<file path="src/rtl/boot_seq_pkg.sv">
// Shared types and constants for the boot bus sequencer.
// Assumes: nothing beyond IEEE 1800-2017 packages.
package boot_seq_pkg;

    // Boot phase as reported on the status output.
    typedef enum logic [1:0] {
        PH_WAIT   = 2'b00,
        PH_BOOT   = 2'b01,
        PH_HANDED = 2'b10,
        PH_RUN    = 2'b11
    } boot_phase_e;

    // Control write layout: width and bit positions.
    localparam int unsigned CTL_BITS       = 2;
    localparam int unsigned BIT_GIVE_BUS   = 0;
    localparam int unsigned BIT_FREE_SLAVE = 1;

endpackage

</file>
<file path="src/rtl/boot_mreset_edge.sv">
// Detects a low-to-high transition of the master reset input.
// Assumes: mst_rst_n is synchronous to clk. During system reset the
// history register is preset high, so a level that is already high
// when reset ends does not count as a transition.
module boot_mreset_edge (
    input  logic clk,
    input  logic rst_n,
    input  logic mst_rst_n,
    output logic rise
);

    logic prev_q;

    // Keep the value of the master reset from the previous edge.
    always_ff @(posedge clk) begin
        if (!rst_n) begin
            prev_q <= 1'b1;
        end else begin
            prev_q <= mst_rst_n;
        end
    end

    // A rise is the current high level following a sampled low.
    assign rise = mst_rst_n & ~prev_q;

endmodule

</file>
<file path="src/rtl/boot_settle_timer.sv">
// Counts the cycles spent in the handed-over phase and flags when the
// bus-switch settling window has elapsed.
// Assumes: run stays high for the whole handed-over phase. The count
// saturates, so the window may last any number of cycles.
module boot_settle_timer #(
    parameter int unsigned SETTLE_CYC = 2
) (
    input  logic clk,
    input  logic rst_n,
    input  logic run,
    output logic done
);

    localparam int unsigned CW = (SETTLE_CYC < 2) ? 1 : $clog2(SETTLE_CYC);
    localparam logic [CW-1:0] LAST = CW'(SETTLE_CYC - 1);

    logic [CW-1:0] cnt_q;

    // Clear outside the window, count up inside it, and hold at the last value.
    always_ff @(posedge clk) begin
        if (!rst_n || !run) begin
            cnt_q <= '0;
        end else if (cnt_q != LAST) begin
            cnt_q <= cnt_q + 1'b1;
        end
    end

    assign done = run && (cnt_q == LAST);

    AST_SETTLE_HOLDS: assert property (@(posedge clk) disable iff (!rst_n)
        (done && run) |=> (done || !run));

    AST_SETTLE_STARTS_LOW: assert property (@(posedge clk) disable iff (!rst_n)
        ($rose(run) && (SETTLE_CYC > 1)) |-> !done);

endmodule

</file>
<file path="src/rtl/boot_seq_ctrl.sv">
// Boot phase state machine. It owns the bus select, the slave reset
// and the early-release error flag.
// Assumes: a control write lasts one cycle. settle_done comes from the
// settle timer, which runs while settle_run is high.
module boot_seq_ctrl
    import boot_seq_pkg::*;
(
    input  logic                clk,
    input  logic                rst_n,
    input  logic                mst_rst_n,
    input  logic                mst_rise,
    input  logic                wr_en,
    input  logic [CTL_BITS-1:0] wr_data,
    input  logic                settle_done,
    output boot_phase_e         phase,
    output logic                settle_run,
    output logic                bus_q,
    output logic                srst_n_q,
    output logic                err_q
);

    boot_phase_e state_q, state_d;
    logic        pend_q, pend_d;
    logic        give_req, free_req, err_d;

    assign give_req = wr_en & wr_data[BIT_GIVE_BUS];
    assign free_req = wr_en & wr_data[BIT_FREE_SLAVE];

    // Next phase, held release request and error flag.
    always_comb begin
        state_d = state_q;
        pend_d  = 1'b0;
        err_d   = err_q;
        unique case (state_q)
            PH_WAIT: begin
                if (free_req) err_d = 1'b1;
                if (mst_rise) state_d = PH_BOOT;
            end
            PH_BOOT: begin
                if (!mst_rst_n) begin
                    state_d = PH_WAIT;
                end else begin
                    if (free_req) err_d = 1'b1;
                    if (give_req) state_d = PH_HANDED;
                end
            end
            PH_HANDED: begin
                if (settle_done && (free_req || pend_q)) begin
                    state_d = PH_RUN;
                end else begin
                    pend_d = pend_q | free_req;
                end
            end
            PH_RUN: begin
                state_d = PH_RUN;
            end
            default: state_d = PH_WAIT;
        endcase
    end

    // Phase, held request and error flag registers.
    always_ff @(posedge clk) begin
        if (!rst_n) begin
            state_q <= PH_WAIT;
            pend_q  <= 1'b0;
            err_q   <= 1'b0;
        end else begin
            state_q <= state_d;
            pend_q  <= pend_d;
            err_q   <= err_d;
        end
    end

    // Registered pin drivers, decoded from the next phase.
    always_ff @(posedge clk) begin
        if (!rst_n) begin
            bus_q    <= 1'b0;
            srst_n_q <= 1'b0;
        end else begin
            bus_q    <= (state_d == PH_HANDED) || (state_d == PH_RUN);
            srst_n_q <= (state_d == PH_RUN);
        end
    end

    assign phase      = state_q;
    assign settle_run = (state_q == PH_HANDED);

    AST_SLAVE_AFTER_BUS: assert property (@(posedge clk) disable iff (!rst_n)
        !bus_q |-> !srst_n_q);

    AST_BUS_HELD: assert property (@(posedge clk) disable iff (!rst_n)
        bus_q |=> bus_q);

    AST_SLAVE_HELD: assert property (@(posedge clk) disable iff (!rst_n)
        srst_n_q |=> srst_n_q);

    AST_ERR_STICKY: assert property (@(posedge clk) disable iff (!rst_n)
        err_q |=> err_q);

    AST_ERR_CAUSE: assert property (@(posedge clk) disable iff (!rst_n)
        $rose(err_q) |-> !$past(bus_q));

    AST_RELEASE_SETTLED: assert property (@(posedge clk) disable iff (!rst_n)
        $rose(srst_n_q) |-> $past(settle_done));

    AST_HANDOVER_FROM_BOOT: assert property (@(posedge clk) disable iff (!rst_n)
        $rose(bus_q) |-> ($past(state_q) == PH_BOOT));

endmodule

</file>
<file path="src/rtl/boot_bus_seq.sv">
// Top level of the boot bus sequencer. It wires together the master
// reset edge detector, the phase controller and the settle timer.
// Assumes: all inputs are synchronous to clk. rst_n is the system reset.
module boot_bus_seq
    import boot_seq_pkg::*;
#(
    parameter int unsigned SETTLE_CYC = 2
) (
    input  logic       clk,
    input  logic       rst_n,
    input  logic       mst_rst_n,
    input  logic       ctl_wr,
    input  logic [1:0] ctl_data,
    output logic       bus_to_slave,
    output logic       slave_rst_n,
    output logic [1:0] boot_phase,
    output logic       release_err
);

    logic        mst_rise;
    logic        settle_run, settle_done;
    boot_phase_e phase;

    boot_mreset_edge u_edge (
        .clk       (clk),
        .rst_n     (rst_n),
        .mst_rst_n (mst_rst_n),
        .rise      (mst_rise)
    );

    boot_settle_timer #(
        .SETTLE_CYC (SETTLE_CYC)
    ) u_timer (
        .clk   (clk),
        .rst_n (rst_n),
        .run   (settle_run),
        .done  (settle_done)
    );

    boot_seq_ctrl u_ctrl (
        .clk         (clk),
        .rst_n       (rst_n),
        .mst_rst_n   (mst_rst_n),
        .mst_rise    (mst_rise),
        .wr_en       (ctl_wr),
        .wr_data     (ctl_data),
        .settle_done (settle_done),
        .phase       (phase),
        .settle_run  (settle_run),
        .bus_q       (bus_to_slave),
        .srst_n_q    (slave_rst_n),
        .err_q       (release_err)
    );

    assign boot_phase = phase;

    AST_RUN_MEANS_FREE: assert property (@(posedge clk) disable iff (!rst_n)
        $rose(slave_rst_n) |-> (boot_phase == 2'b11));

endmodule

</file>
<file path="config.mk">
export PLATFORM = sky130hd
export DESIGN_NAME = boot_bus_seq
export DESIGN_NICKNAME = d
export VERILOG_FILES = /design/src/rtl/boot_seq_pkg.sv /design/src/rtl/boot_mreset_edge.sv /design/src/rtl/boot_settle_timer.sv /design/src/rtl/boot_seq_ctrl.sv /design/src/rtl/boot_bus_seq.sv
export SDC_FILE = /design/constraint.sdc
export NUM_CORES = 1
export LEC_CHECK = 0
export ABC_AREA = 1
export BUFFER_PORTS_ARGS = -buffer_cell sky130_fd_sc_hd__buf_2
export CAP_MARGIN = 30
export CORE_AREA = 4 4 41 43
export CTS_CLUSTER_DIAMETER = 100
export DETAILED_ROUTE_END_ITERATION = 7
export DIE_AREA = 0 0 45 47
export PLACE_DENSITY = 0.4
export SYNTH_ARGS = -nofsm -noshare
export SYNTH_HDL_FRONTEND = slang
export SYNTH_HIERARCHICAL = 1
export SYNTH_SLANG_ARGS = --single-unit
</file>
<file path="constraint.sdc">
create_clock -name clk -period 1.53 [get_ports clk]
set_clock_uncertainty 0.05 [all_clocks]
set_input_delay 0.153 -clock clk [delete_from_list [all_inputs] [get_ports clk]]
set_output_delay 0.153 -clock clk [all_outputs]
set_load 0.005 [all_outputs]
</file>
==> results <==
- The share of layout cells above drive strength 1 is 0.370.
- Buffers added to address setup during post-CTS repair amount to 0.
- The main combinational cell family by area after synthesis is simple AND/OR/NAND/NOR gates.
- The post-cts hold buffer count is 0.
- The worst pin sits at a relative slew slack of 0.824.
- The post-synthesis share of cell area spent on and, or, nand and nor gates is 0.309.
- The synthesized net count is 47.
- The worst setup path is launched from a flop.
- The congestion estimate from routability-driven global placement came to about 0.63.
- The final worst slack is 0.372 ns.
- The post-DP HPWL is between 400 and 500 um.
- The library cells used most frequently in the layout, excluding fill and tap cells, are buf_2, nand2_1, inv_1.
- STA classifies the critical path endpoint as a flop.
- The reg2reg setup slack is between 0.3 and 0.4 ns.
- The area fraction in compound gates after synthesis was 0.114.
- The total wirelength of the detailed-routed design is around 600 um.
- The number of antenna violations at the first check in global routing was 0.
- The number of different library cells used by synthesis comes to 12.
- The destination of the worst hold path is u_edge/prev_q$_SDFF_PN1_.
- The most common cell after layout, fill and taps aside is buf_2.
- The floorplan step defined a core boundary enclosing between 1000 and 1500 um^2.
- The total overflow reported by the global router is 0.
- Broken down by cell family, the worst path's largest delay share belongs to simple AND/OR/NAND/NOR gates.
- The later pin in the worst-skew pair is clocked with a latency of 0.25 ns.
- The worst hold path cell count is 2.
- The total count of hold-check failures in the final report is 0.
- The leakage power is 0.000214 uW.
- The die extent in x is between 40 and 50 um.
- The detailed-route via count is ~280.
- The startpoint identified for the worst register-to-register timing path is u_ctrl/phase[1]$_SDFF_PN0_.
- The via count of the first global-routing pass is 249.
- The clock buffer count from CTS is 3.
- The number of gates resized after CTS was 0.
- Across the VDD grid, the largest voltage drop is roughly 0.36 mV.
- CTS built an H-tree with a depth of 1.
- The first routing iteration left 8 violations.
- The post-synthesis xor/xnor area fraction is 0.
- The critical path class is reg2reg.
- The initial core utilization is 0.237.
- The cell with the largest stage delay on the worst path is dfxtp_1.
- The highest clock rate is around 860 MHz.
- The number of violations of the max-capacitance limit is 0.
- Sorting the synthesized cells by area gives the leading types as dfxtp_1, nand2_1, inv_1, nand2_2, nand4_1.
- The layout net count is 61.
- Setup repair after global routing left no endpoint under its margin.
- The slew at the pin closest to its max-slew limit is around 0.26 ns.
- In this design, the stage delay of the slowest critical-path cell is around 0.35 ns.
- The antenna violation net count after detailed routing is 0.
- The area growth from synthesis to layout is 28.5%.
- The number of buffer cells added on primary ports is 10.
- 0 antenna diodes ended up in the layout.
- For this run, the total global-route usage over all layers was measured as 0.0768.
- The run finished with clean final reports.
- The clock passes through at most 2 buffers.
- The number of buffers and inverters on the critical path is 2.
- The share of synthesized area in the top cell type comes to 0.455.
- The synthesized instance count is 41.
- The end of the worst register-to-register path is u_ctrl/srst_n_q$_SDFF_PN0_.
- The count of boundary I/O pins is 11.
- The post-detailed-route via-to-cell ratio is approximately 4.
- The share of synthesized area occupied by flip-flops and latches is 0.455.
- The fraction of the cycle the final worst path needs is 0.757.
- In this run the worst hold path is classified as in2reg.
- The post-synthesis cell area is slightly above 300 um^2.
- The post-layout minimum cycle time is between 1 and 1.5 ns.
- The portion of synthesized area spent on multiplexers is 0.
- Along the worst path, the maximum fanout reaches 6.
- dfxtp_1 takes more of the synthesized area than any other cell.
- Setup violations remaining at the end of the flow were counted as 0.
- The startpoint identified for the worst hold timing path is rst_n.
- The floorplan step defined a die boundary enclosing around 2100 um^2.
- Prior to clock tree synthesis, the placed netlist has a worst setup slack of ~0.37 ns.
- The final max-slew violation count is 0.
- For this run, design rule violations remaining after detail routing come to 0.
- The height of the chip is approximately 47 um.
- The signal on the critical path passes through inv_1 -> nor2_2 -> nand2_1 -> inv_1 -> nand2_2 -> nand2_1 -> nand2_2 -> a21oi_2.
- The cell area power density is around 1000 nW/um^2.
- The tree is rooted in a clkbuf_4.
- The first-pass GRT wire length is roughly 1000 um.
- Entering global routing, the biggest net connects 8 pins.
- Yosys printed 6 warnings.
- The clock-pin slew reported for the worst setup and hold paths after clock tree synthesis is about 0.05 ns.
- The number of cell rows is 13.
- Of the total synthesized cell area, the portion taken by full adders, half adders and majority gates is 0.
- The detailed-router iteration count before antenna repair is 3.
- The tree built by TritonCTS fans out to 7 sinks.
- The setup total negative slack is 0 ns.
- The CTS tree is yes.
- The routed wire length per instance is roughly 8.7 um.
- STA puts the critical path data required time at ~1.7 ns.
- Measured in cells, the most critical reg-to-reg path has a length of 8.
- After synthesis the netlist holds a flip-flop and latch count of 7.
- The mean instance size in the synthesized netlist is 7.51 um^2.
- At the worst endpoint, the arrival time is ~1.3 ns.
[synth_stat cells, drive strengths merged]
cell	n
buf	1
inv	8
o21ai	1
nand4	3
a21oi	3
o31ai	1
dfxtp	7
nand2	12
nor2	5
[final cells by class]
cell class	count	area [um^2]
clock buffer	4	26.3
fill	167	906
inverter	8	30.0
multi-input combinational	25	130
sequential	7	140
tap	15	18.8
timing repair buffer	10	50.0
[per-layer routing]
layer	global-route usage	share of wire	wire length, um	vias to the layer above
li1	-	-	-	154
met1	0.0915	0.48	287	110
met2	0.0904	0.39	235	10
met3	0.0728	0.12	75	2
met4	0.0351	0.0066	4	0
met5	0	0	0	-
[through the flow]
step                      hold slack (ns)  cell area (um^2)  power (uW)  instances   util
after detailed placement            0.346               369         235         65  0.284
after global placement              0.350               369         235         65  0.284
after CTS                          0.0810               395         406         69  0.304
after floorplan                     0.172               308         217         41      -
final                              0.0846               395         395         69  0.304
after global routing               0.0769               395         426         69  0.304
[worst max-delay path by stage]
stage	cells past startpoint	slack [ns]	startpoint	to
CTS	8	0.37	u_ctrl/phase[1]$_SDFF_PN0_	u_ctrl/srst_n_q$_SDFF_PN0_
finish	8	0.37	u_ctrl/phase[1]$_SDFF_PN0_	u_ctrl/srst_n_q$_SDFF_PN0_
floorplan	8	0.44	u_ctrl/phase[1]$_SDFF_PN0_	u_ctrl/phase[0]$_SDFF_PN0_
detailed placement	8	0.37	u_ctrl/phase[1]$_SDFF_PN0_	u_ctrl/srst_n_q$_SDFF_PN0_
global route	8	0.18	u_ctrl/phase[1]$_SDFF_PN0_	u_ctrl/srst_n_q$_SDFF_PN0_
global placement	8	0.38	u_ctrl/phase[1]$_SDFF_PN0_	u_ctrl/srst_n_q$_SDFF_PN0_
[state kept, by name, summed over array words and instances (netlist names)]
| signal | flops |
|---|---|
| u_ctrl/err_q | 1 |
| u_ctrl/pend_q | 1 |
| u_ctrl/phase | 2 |
| u_ctrl/srst_n_q | 1 |
| u_edge/prev_q | 1 |
| u_timer/cnt_q | 1 |
[worst register-to-register path: stages (launching register included)]
cell	delay, ns
dfxtp_1	0.35
inv_1	0.12
nor2_2	0.16
nand2_1	0.06
inv_1	0.06
nand2_2	0.05
nand2_1	0.07
nand2_2	0.06
a21oi_2	0.11
[report_power, final]
group          switching [uW]  total, uW  internal, uW
sequential               5.23        194           189
clock                    65.6        165          99.4
combinational            20.2       36.2          16.0
[kinds of logic (layout without fill, tap and decap cells)]
family,after synthesis,count (layout)
AND/OR/NAND/NOR,20,20
AO/OA/AOI/OAI,5,5
buffers and inverters,9,22
flip-flops,7,7
Note: power is estimated with default switching activity, not from simulation.
